File: config.mk
export PLATFORM = sky130hd
export DESIGN_NAME = dual_dag
export DESIGN_NICKNAME = d
export VERILOG_FILES = /design/src/rtl/dag_pkg.sv /design/src/rtl/dag_regfile.sv /design/src/rtl/dag_calc.sv /design/src/rtl/dag_unit.sv /design/src/rtl/dual_dag.sv
export SDC_FILE = /design/constraint.sdc
export NUM_CORES = 2
export LEC_CHECK = 0
export BUFFER_PORTS_ARGS = -buffer_cell sky130_fd_sc_hd__buf_2
export CORE_MARGIN = 1
export CORE_UTILIZATION = 40
export CTS_CLUSTER_SIZE = 16
export DETAILED_ROUTE_END_ITERATION = 12
export PLACE_DENSITY = 0.65
export SKIP_CTS_REPAIR_TIMING = 1
export SLEW_MARGIN = 20
export SYNTH_ARGS = -nofsm -noshare
export SYNTH_HDL_FRONTEND = slang
export SYNTH_SLANG_ARGS = --single-unit
File: constraint.sdc
create_clock -name clk -period 54.8 [get_ports clk]
set_input_delay 0 -clock clk [delete_from_list [all_inputs] [get_ports clk]]
set_output_delay 0 -clock clk [all_outputs]
set_load 0.05 [all_outputs]
File: src/rtl/dag_pkg.sv
package dag_pkg;
  typedef enum logic [1:0] {
    OP_ACCESS = 2'b00,
    OP_MODIFY = 2'b01,
    OP_BITREV = 2'b10,
    OP_NONE   = 2'b11
  } dag_op_e;
endpackage

File: src/rtl/dag_regfile.sv
module dag_regfile #(
  parameter int W    = 32,
  parameter int NREG = 8
) (
  input  logic                    clk,
  input  logic                    rst_n,
  input  logic                    wr_i_en,
  input  logic                    wr_m_en,
  input  logic [$clog2(NREG)-1:0] wr_num,
  input  logic [W-1:0]            wr_data,
  input  logic                    wb_en,
  input  logic [$clog2(NREG)-1:0] wb_num,
  input  logic [W-1:0]            wb_data,
  input  logic [$clog2(NREG)-1:0] rd_i_num,
  input  logic [$clog2(NREG)-1:0] rd_m_num,
  output logic [W-1:0]            rd_i,
  output logic [W-1:0]            rd_m
);
  localparam int NW = $clog2(NREG);

  logic [W-1:0] i_q [NREG];
  logic [W-1:0] m_q [NREG];

  for (genvar k = 0; k < NREG; k++) begin : g_ent
    logic         i_wr_hit, i_wb_hit, i_ce, m_ce;
    logic [W-1:0] i_d;

    // next state: write-back beats the write port
    always_comb begin
      i_wr_hit = wr_i_en && (wr_num == NW'(k));
      i_wb_hit = wb_en && (wb_num == NW'(k));
      i_ce     = i_wr_hit || i_wb_hit;
      i_d      = i_wb_hit ? wb_data : wr_data;
      m_ce     = wr_m_en && (wr_num == NW'(k));
    end

    always_ff @(posedge clk or negedge rst_n) begin
      if (!rst_n)    i_q[k] <= '0;
      else if (i_ce) i_q[k] <= i_d;
    end

    always_ff @(posedge clk or negedge rst_n) begin
      if (!rst_n)    m_q[k] <= '0;
      else if (m_ce) m_q[k] <= wr_data;
    end
  end

  assign rd_i = i_q[rd_i_num];
  assign rd_m = m_q[rd_m_num];
endmodule

File: src/rtl/dag_calc.sv
module dag_calc
  import dag_pkg::*;
#(
  parameter int W    = 32,
  parameter int SIMM = 6
) (
  input  logic         go,
  input  dag_op_e      op,
  input  logic         post,
  input  logic         imm_sel,
  input  logic [W-1:0] ival,
  input  logic [W-1:0] mval,
  input  logic [W-1:0] imm,
  output logic         issue,
  output logic [W-1:0] addr,
  output logic         wb_en,
  output logic [W-1:0] wb_data
);
  logic [W-1:0] short_ext, mod_v, sum, rev;

  always_comb begin
    short_ext = {{(W-SIMM){imm[SIMM-1]}}, imm[SIMM-1:0]};
    if (op == OP_ACCESS) mod_v = imm_sel ? short_ext : mval;
    else                 mod_v = imm;
    sum = ival + mod_v;
    for (int b = 0; b < W; b++) rev[b] = sum[W-1-b];

    issue   = go && (op == OP_ACCESS);
    addr    = post ? ival : sum;
    wb_en   = go && (((op == OP_ACCESS) && post) || (op == OP_MODIFY) || (op == OP_BITREV));
    wb_data = (op == OP_BITREV) ? rev : sum;
  end
endmodule

File: src/rtl/dag_unit.sv
module dag_unit
  import dag_pkg::*;
#(
  parameter int W    = 32,
  parameter int OW   = 32,
  parameter int NREG = 8,
  parameter int SIMM = 6
) (
  input  logic                    clk,
  input  logic                    rst_n,
  input  logic                    go,
  input  dag_op_e                 op,
  input  logic                    post,
  input  logic                    imm_sel,
  input  logic [$clog2(NREG)-1:0] idx,
  input  logic [$clog2(NREG)-1:0] mod,
  input  logic [W-1:0]            imm,
  input  logic                    wr_i_en,
  input  logic                    wr_m_en,
  input  logic [$clog2(NREG)-1:0] wr_num,
  input  logic [W-1:0]            wr_data,
  output logic                    issue,
  output logic                    wb_en,
  output logic [OW-1:0]           addr_o
);
  logic [W-1:0] ival, mval, addr_w, wb_data;

  dag_regfile #(.W(W), .NREG(NREG)) u_rf (
    .clk(clk), .rst_n(rst_n),
    .wr_i_en(wr_i_en), .wr_m_en(wr_m_en), .wr_num(wr_num), .wr_data(wr_data),
    .wb_en(wb_en), .wb_num(idx), .wb_data(wb_data),
    .rd_i_num(idx), .rd_m_num(mod), .rd_i(ival), .rd_m(mval)
  );

  dag_calc #(.W(W), .SIMM(SIMM)) u_calc (
    .go(go), .op(op), .post(post), .imm_sel(imm_sel),
    .ival(ival), .mval(mval), .imm(imm),
    .issue(issue), .addr(addr_w), .wb_en(wb_en), .wb_data(wb_data)
  );

  always_comb begin
    addr_o         = '0;
    addr_o[W-1:0]  = addr_w;
  end
endmodule

File: src/rtl/dual_dag.sv
module dual_dag
  import dag_pkg::*;
#(
  parameter int AW0  = 32,
  parameter int AW1  = 24,
  parameter int NREG = 8,
  parameter int SIMM = 6
) (
  input  logic                    clk,
  input  logic                    rst_n,
  input  logic                    req_valid,
  input  logic                    req_cond,
  input  logic                    req_gen,
  input  logic [1:0]              req_op,
  input  logic                    req_post,
  input  logic                    req_imm_sel,
  input  logic [$clog2(NREG)-1:0] req_idx,
  input  logic [$clog2(NREG)-1:0] req_mod,
  input  logic [AW0-1:0]          req_imm,
  input  logic                    wr_en,
  input  logic                    wr_kind,
  input  logic [$clog2(NREG):0]   wr_num,
  input  logic [AW0-1:0]          wr_data,
  output logic                    addr_valid,
  output logic                    addr_gen,
  output logic [AW0-1:0]          addr_out
);
  localparam int NW = $clog2(NREG);

  // reset: asserted asynchronously, released on the clock
  logic rst_meta, rst_sync_n;
  always_ff @(posedge clk or negedge rst_n) begin
    if (!rst_n) begin
      rst_meta   <= 1'b0;
      rst_sync_n <= 1'b0;
    end else begin
      rst_meta   <= 1'b1;
      rst_sync_n <= rst_meta;
    end
  end

  dag_op_e         op_e;
  logic [1:0]      u_issue, u_wb;
  logic [AW0-1:0]  u_addr [2];

  assign op_e = dag_op_e'(req_op);

  for (genvar g = 0; g < 2; g++) begin : g_gen
    localparam int W = (g == 0) ? AW0 : AW1;
    logic go, wi, wm;
    always_comb begin
      go = req_valid && req_cond && (req_gen == 1'(g));
      wi = wr_en && !wr_kind && (wr_num[NW] == 1'(g));
      wm = wr_en &&  wr_kind && (wr_num[NW] == 1'(g));
    end

    dag_unit #(.W(W), .OW(AW0), .NREG(NREG), .SIMM(SIMM)) u_unit (
      .clk(clk), .rst_n(rst_sync_n), .go(go), .op(op_e), .post(req_post),
      .imm_sel(req_imm_sel), .idx(req_idx), .mod(req_mod), .imm(req_imm[W-1:0]),
      .wr_i_en(wi), .wr_m_en(wm), .wr_num(wr_num[NW-1:0]), .wr_data(wr_data[W-1:0]),
      .issue(u_issue[g]), .wb_en(u_wb[g]), .addr_o(u_addr[g])
    );
  end

  // output stage: next state
  logic           av_n, ag_n;
  logic [AW0-1:0] ad_n;
  always_comb begin
    av_n = |u_issue;
    ag_n = u_issue[1];
    if (u_issue[1])      ad_n = u_addr[1];
    else if (u_issue[0]) ad_n = u_addr[0];
    else                 ad_n = '0;
  end

  always_ff @(posedge clk or negedge rst_sync_n) begin
    if (!rst_sync_n) begin
      addr_valid <= 1'b0;
      addr_gen   <= 1'b0;
      addr_out   <= '0;
    end else begin
      addr_valid <= av_n;
      addr_gen   <= ag_n;
      addr_out   <= ad_n;
    end
  end
endmodule

==> impl_results.rst <==
.. list-table::
   :header-rows: 1

   * - Metric
     - Value
   * - Run status
     - finished, final reports clean
   * - Buf+Inv Stages, Crit Path
     - 2
   * - Minimum period implied by the final worst setup slack
     - 5.00 ns
   * - Reg2reg end
     - g_gen[0].u_unit.u_rf.i_q[219]
   * - Post-synthesis cell area
     - 0.0503 mm^2
   * - Iter 0 DRT Violations
     - a little under 4,000
   * - Avg WL per Cell
     - between 20 and 30 um
   * - Library cells used by synthesis
     - 70
   * - CP max stage cell
     - buf_4
   * - Area delta synth->final
     - 11.0%
   * - Via count of the routed design
     - 37,100
   * - Combinational family with the most area after synthesis
     - multiplexers
   * - Synthesized-area fraction occupied by and/or/nand/nor cells
     - 7.84%
   * - Static Leakage
     - 24.2 nW
   * - Initial standard-cell utilization of the core
     - approximately 40%
   * - Leading register cell type out of synthesis
     - dfrtp_1
   * - Maximum ir drop on the vdd rail
     - 0.0000344 V
   * - Critical path class
     - in2reg
   * - Maximum number of pins on one net before global-route repair
     - 183
   * - Clock sinks
     - 932
   * - Most area-consuming cells after synthesis
     - dfrtp_1, mux2_2, mux4_2, a21oi_1, a211oi_1
   * - CP peak stage delay
     - 0.82 ns
   * - Sequential-to-total area share from yosys stat
     - 46.3%
   * - Period utilization
     - a little under a tenth
   * - Cell class contributing the biggest share of worst-path delay
     - compound AO/OA/AOI/OAI gates
   * - Detailed Route WL
     - ~160,000 um
   * - Slew at the pin closest to its max-slew limit
     - 1.20 ns
   * - Gp weighted congestion
     - 0.964
   * - Number of antenna violations at the first check in global routing
     - 15
   * - Die W
     - 357 um
   * - Remaining max-slew budget at the tightest pin
     - a little under a fifth
   * - Overall overflow remaining after global route
     - 0
   * - # H-tree levels
     - 3
   * - Data required, critical path
     - ~55 ns
   * - R2r worst-path depth
     - 13
   * - Clock slew at the register clock pins of the worst setup and hold paths
     - about 0.060 ns
   * - CTS tree
     - yes
   * - Nature of the critical path endpoint
     - register
   * - Critical Path AT
     - 5.56 ns
   * - Mux cell area share after synthesis
     - 27.8%
   * - Post-route core utilization
     - 45.0%
   * - Setup total negative slack
     - 0 ns
   * - Skew final
     - 0.0351 ns
   * - Number of CTS-inserted buffers
     - 100
   * - Cell count after synthesis
     - 4,374
   * - Detailed Routing Iterations Pass 1
     - 6
   * - Area fraction of the dominant cell type after synthesis
     - a little under half
   * - Std-Cell Core Area
     - 0.124 mm^2
   * - Critical path launch point type
     - primary input
   * - Layout cell share with drive strength beyond 1
     - around 30%
   * - Complex-gate fraction of the synthesized area
     - 12.5%
   * - Maximum fanout along the worst path
     - roughly 40
   * - Port bufs
     - 118
   * - Hold Path Origin
     - req_post
   * - Gr usage total
     - 25.5%
   * - FF+latch count, synth
     - ~930
   * - Final number of setup-violating endpoints
     - 0
   * - NumNets Final
     - 4,420
   * - EDFF count, synth
     - 0
   * - Adder-cell share of the synthesized area
     - 1.42%
   * - I/O Pins
     - 119
   * - Top cell types by occurrence after synthesis
     - dfrtp_1, mux2_2, a21oi_1
   * - Post-detailed-route count of antenna-violating nets
     - 0
   * - Class of the worst hold path
     - in2reg
   * - DRC errors left
     - 0
   * - Critical path cell sequence
     - clkbuf_8 -> buf_4 -> mux4_2 -> mux2i_1 -> fa_1 -> nor2b_1 -> o2111ai_1 -> a21oi_1 -> nor4_1 -> a2bb2oi_1 -> o311ai_0 -> a21oi_1 -> a21oi_1
   * - Setup repair after global routing missed its margin
     - false
   * - Via count of the first global-routing pass
     - 36,000
   * - Wire length of the first global-routing pass
     - 244,000 um
   * - Post-detailed-placement half-perimeter wirelength
     - ~100,000 um
   * - Peak clock frequency supported by timing
     - 0.200 GHz
   * - Die outline height
     - 357 um
   * - Clock tree root buffer cell
     - clkbuf_16
   * - Total count of max-transition violations in the final report
     - 0
   * - Min-Delay Path Depth
     - 4
   * - Max Cap Violations
     - 0
   * - Slack of the worst reg-to-reg path
     - between 50 and 60 ns
   * - Endpoint of the worst hold-timing path
     - addr_out[29]
   * - Post-DR vias/cell
     - 6.19
   * - Clock insertion delay at the later pin of the skew report
     - 0.72 ns
   * - Deepest clock path buffer count
     - 3
   * - Post-synth net total
     - 4,515
   * - # rows
     - 129
   * - Fraction of registers with async set or reset after synthesis
     - 100%
   * - Area enclosed by the die boundary
     - 0.127 mm^2
   * - Most common cell in the synthesized netlist
     - dfrtp_1
   * - Most numerous cell on the critical path
     - a21oi_1
   * - Xor and xnor fraction of the mapped netlist area
     - less than 1%
   * - Yosys top cell by area
     - dfrtp_1
   * - Start of the worst register-to-register path
     - g_gen[0].u_unit.u_rf.m_q[14]
   * - Yosys warnings
     - 0
   * - Total power per unit cell area
     - 45.0 mW/mm^2
   * - Hold violation count in the final report
     - 0
   * - Average size of a mapped cell
     - around 12 um^2
[per-stage QoR]
stage               total power, mW  cells  cell area [um^2]  setup slack [ns]  hold slack, ns
detailed placement             1.81   5796             52300             49.20          -0.212
global placement               1.79   5796             52300             49.14          -0.216
CTS                            2.51   5978             55600             49.95          -0.961
floorplan                      1.57   4374             50300             26.90          -0.296
finish                         2.51   6000             55900             49.80         0.00975
global route                   2.64   5996             55900             49.54          0.0269
[worst min-delay path, stage by stage]
cell and delay [ns]:
buf_2 0.09, buf_4 0.32, nand2_1 0.15, a21oi_1 0.05
[flip-flops by register name, summed over array words and instances, names as in the netlist]
signal,cells
addr_gen,1
addr_out,32
rst_sync_n,1
g_gen.u_unit.u_rf.i_q,448
g_gen.u_unit.u_rf.m_q,448
addr_valid,1
rst_meta,1
[where the power goes]
part	switching [mW]	internal, mW
Combinational	0.490	0.369
Sequential	0.0900	0.872
Clock	0.298	0.396
[how the worst max path moves through the flow]
stage,to,slack (ns),depth (start not counted),startpoint
finish,g_gen[0].u_unit.u_rf.i_q[195],49.80,13,req_idx[0]
global route,g_gen[0].u_unit.u_rf.i_q[131],49.54,13,req_idx[0]
CTS,g_gen[0].u_unit.u_rf.i_q[200],49.95,15,req_mod[0]
detailed placement,g_gen[0].u_unit.u_rf.i_q[195],49.20,13,req_idx[0]
global placement,g_gen[0].u_unit.u_rf.i_q[219],49.14,15,req_mod[0]
floorplan,addr_gen,26.90,0,rst_sync_n
[layer usage]
layer  global-route usage (%)  up-vias  wire, um  part of all wire [%]
met5                        0        -        79                 0.048
met4                     9.25       14      5670                   3.5
met3                     4.74      309     14800                   9.1
met2                     39.3     1675     74500                    46
met1                     36.0    19300     68600                    42
li1                         -    15900         -                     -
[cell type report]
| cell class | instances | area [um^2] |
|---|---|---|
| Tap cell | 1637 | 2050 |
| Fill cell | 11400 | 68400 |
| Multi-Input combinational cell | 3014 | 25600 |
| Clock buffer | 141 | 2880 |
| Sequential cell | 932 | 23300 |
| Inverter | 22 | 82.6 |
| Timing Repair Buffer | 209 | 1430 |
| Clock inverter | 41 | 463 |
| Antenna cell | 4 | 10.0 |
[layout by cell type (no fill, tap or decap), types with 26 or more instances in the layout]
cell type and instances:
a211oi_1 240, a21o_1 26, a21oi_1 410, a31oi_1 29, and2_1 26, and3_1 50, buf_2 112, buf_4 73
clkbuf_16 100, dfrtp_1 931, ha_1 54, mux2_2 652, mux2i_1 151, mux4_2 226, nand2_1 258, nor2_1 179
nor2_4 26, nor2b_1 178, o21ai_0 252
[cells by family (layout without fill, tap and decap cells)]
group | after synthesis | after routing
AO/OA/AOI/OAI | 1060 | 1060
XOR/XNOR | 41 | 41
adder cells (fa/ha/maj) | 56 | 56
buffers and inverters | 428 | 413
flip-flops | 932 | 932
multiplexers | 1032 | 1032
other | 1 | 5
AND/OR/NAND/NOR | 824 | 824
Power figures use the tool's default switching activity.
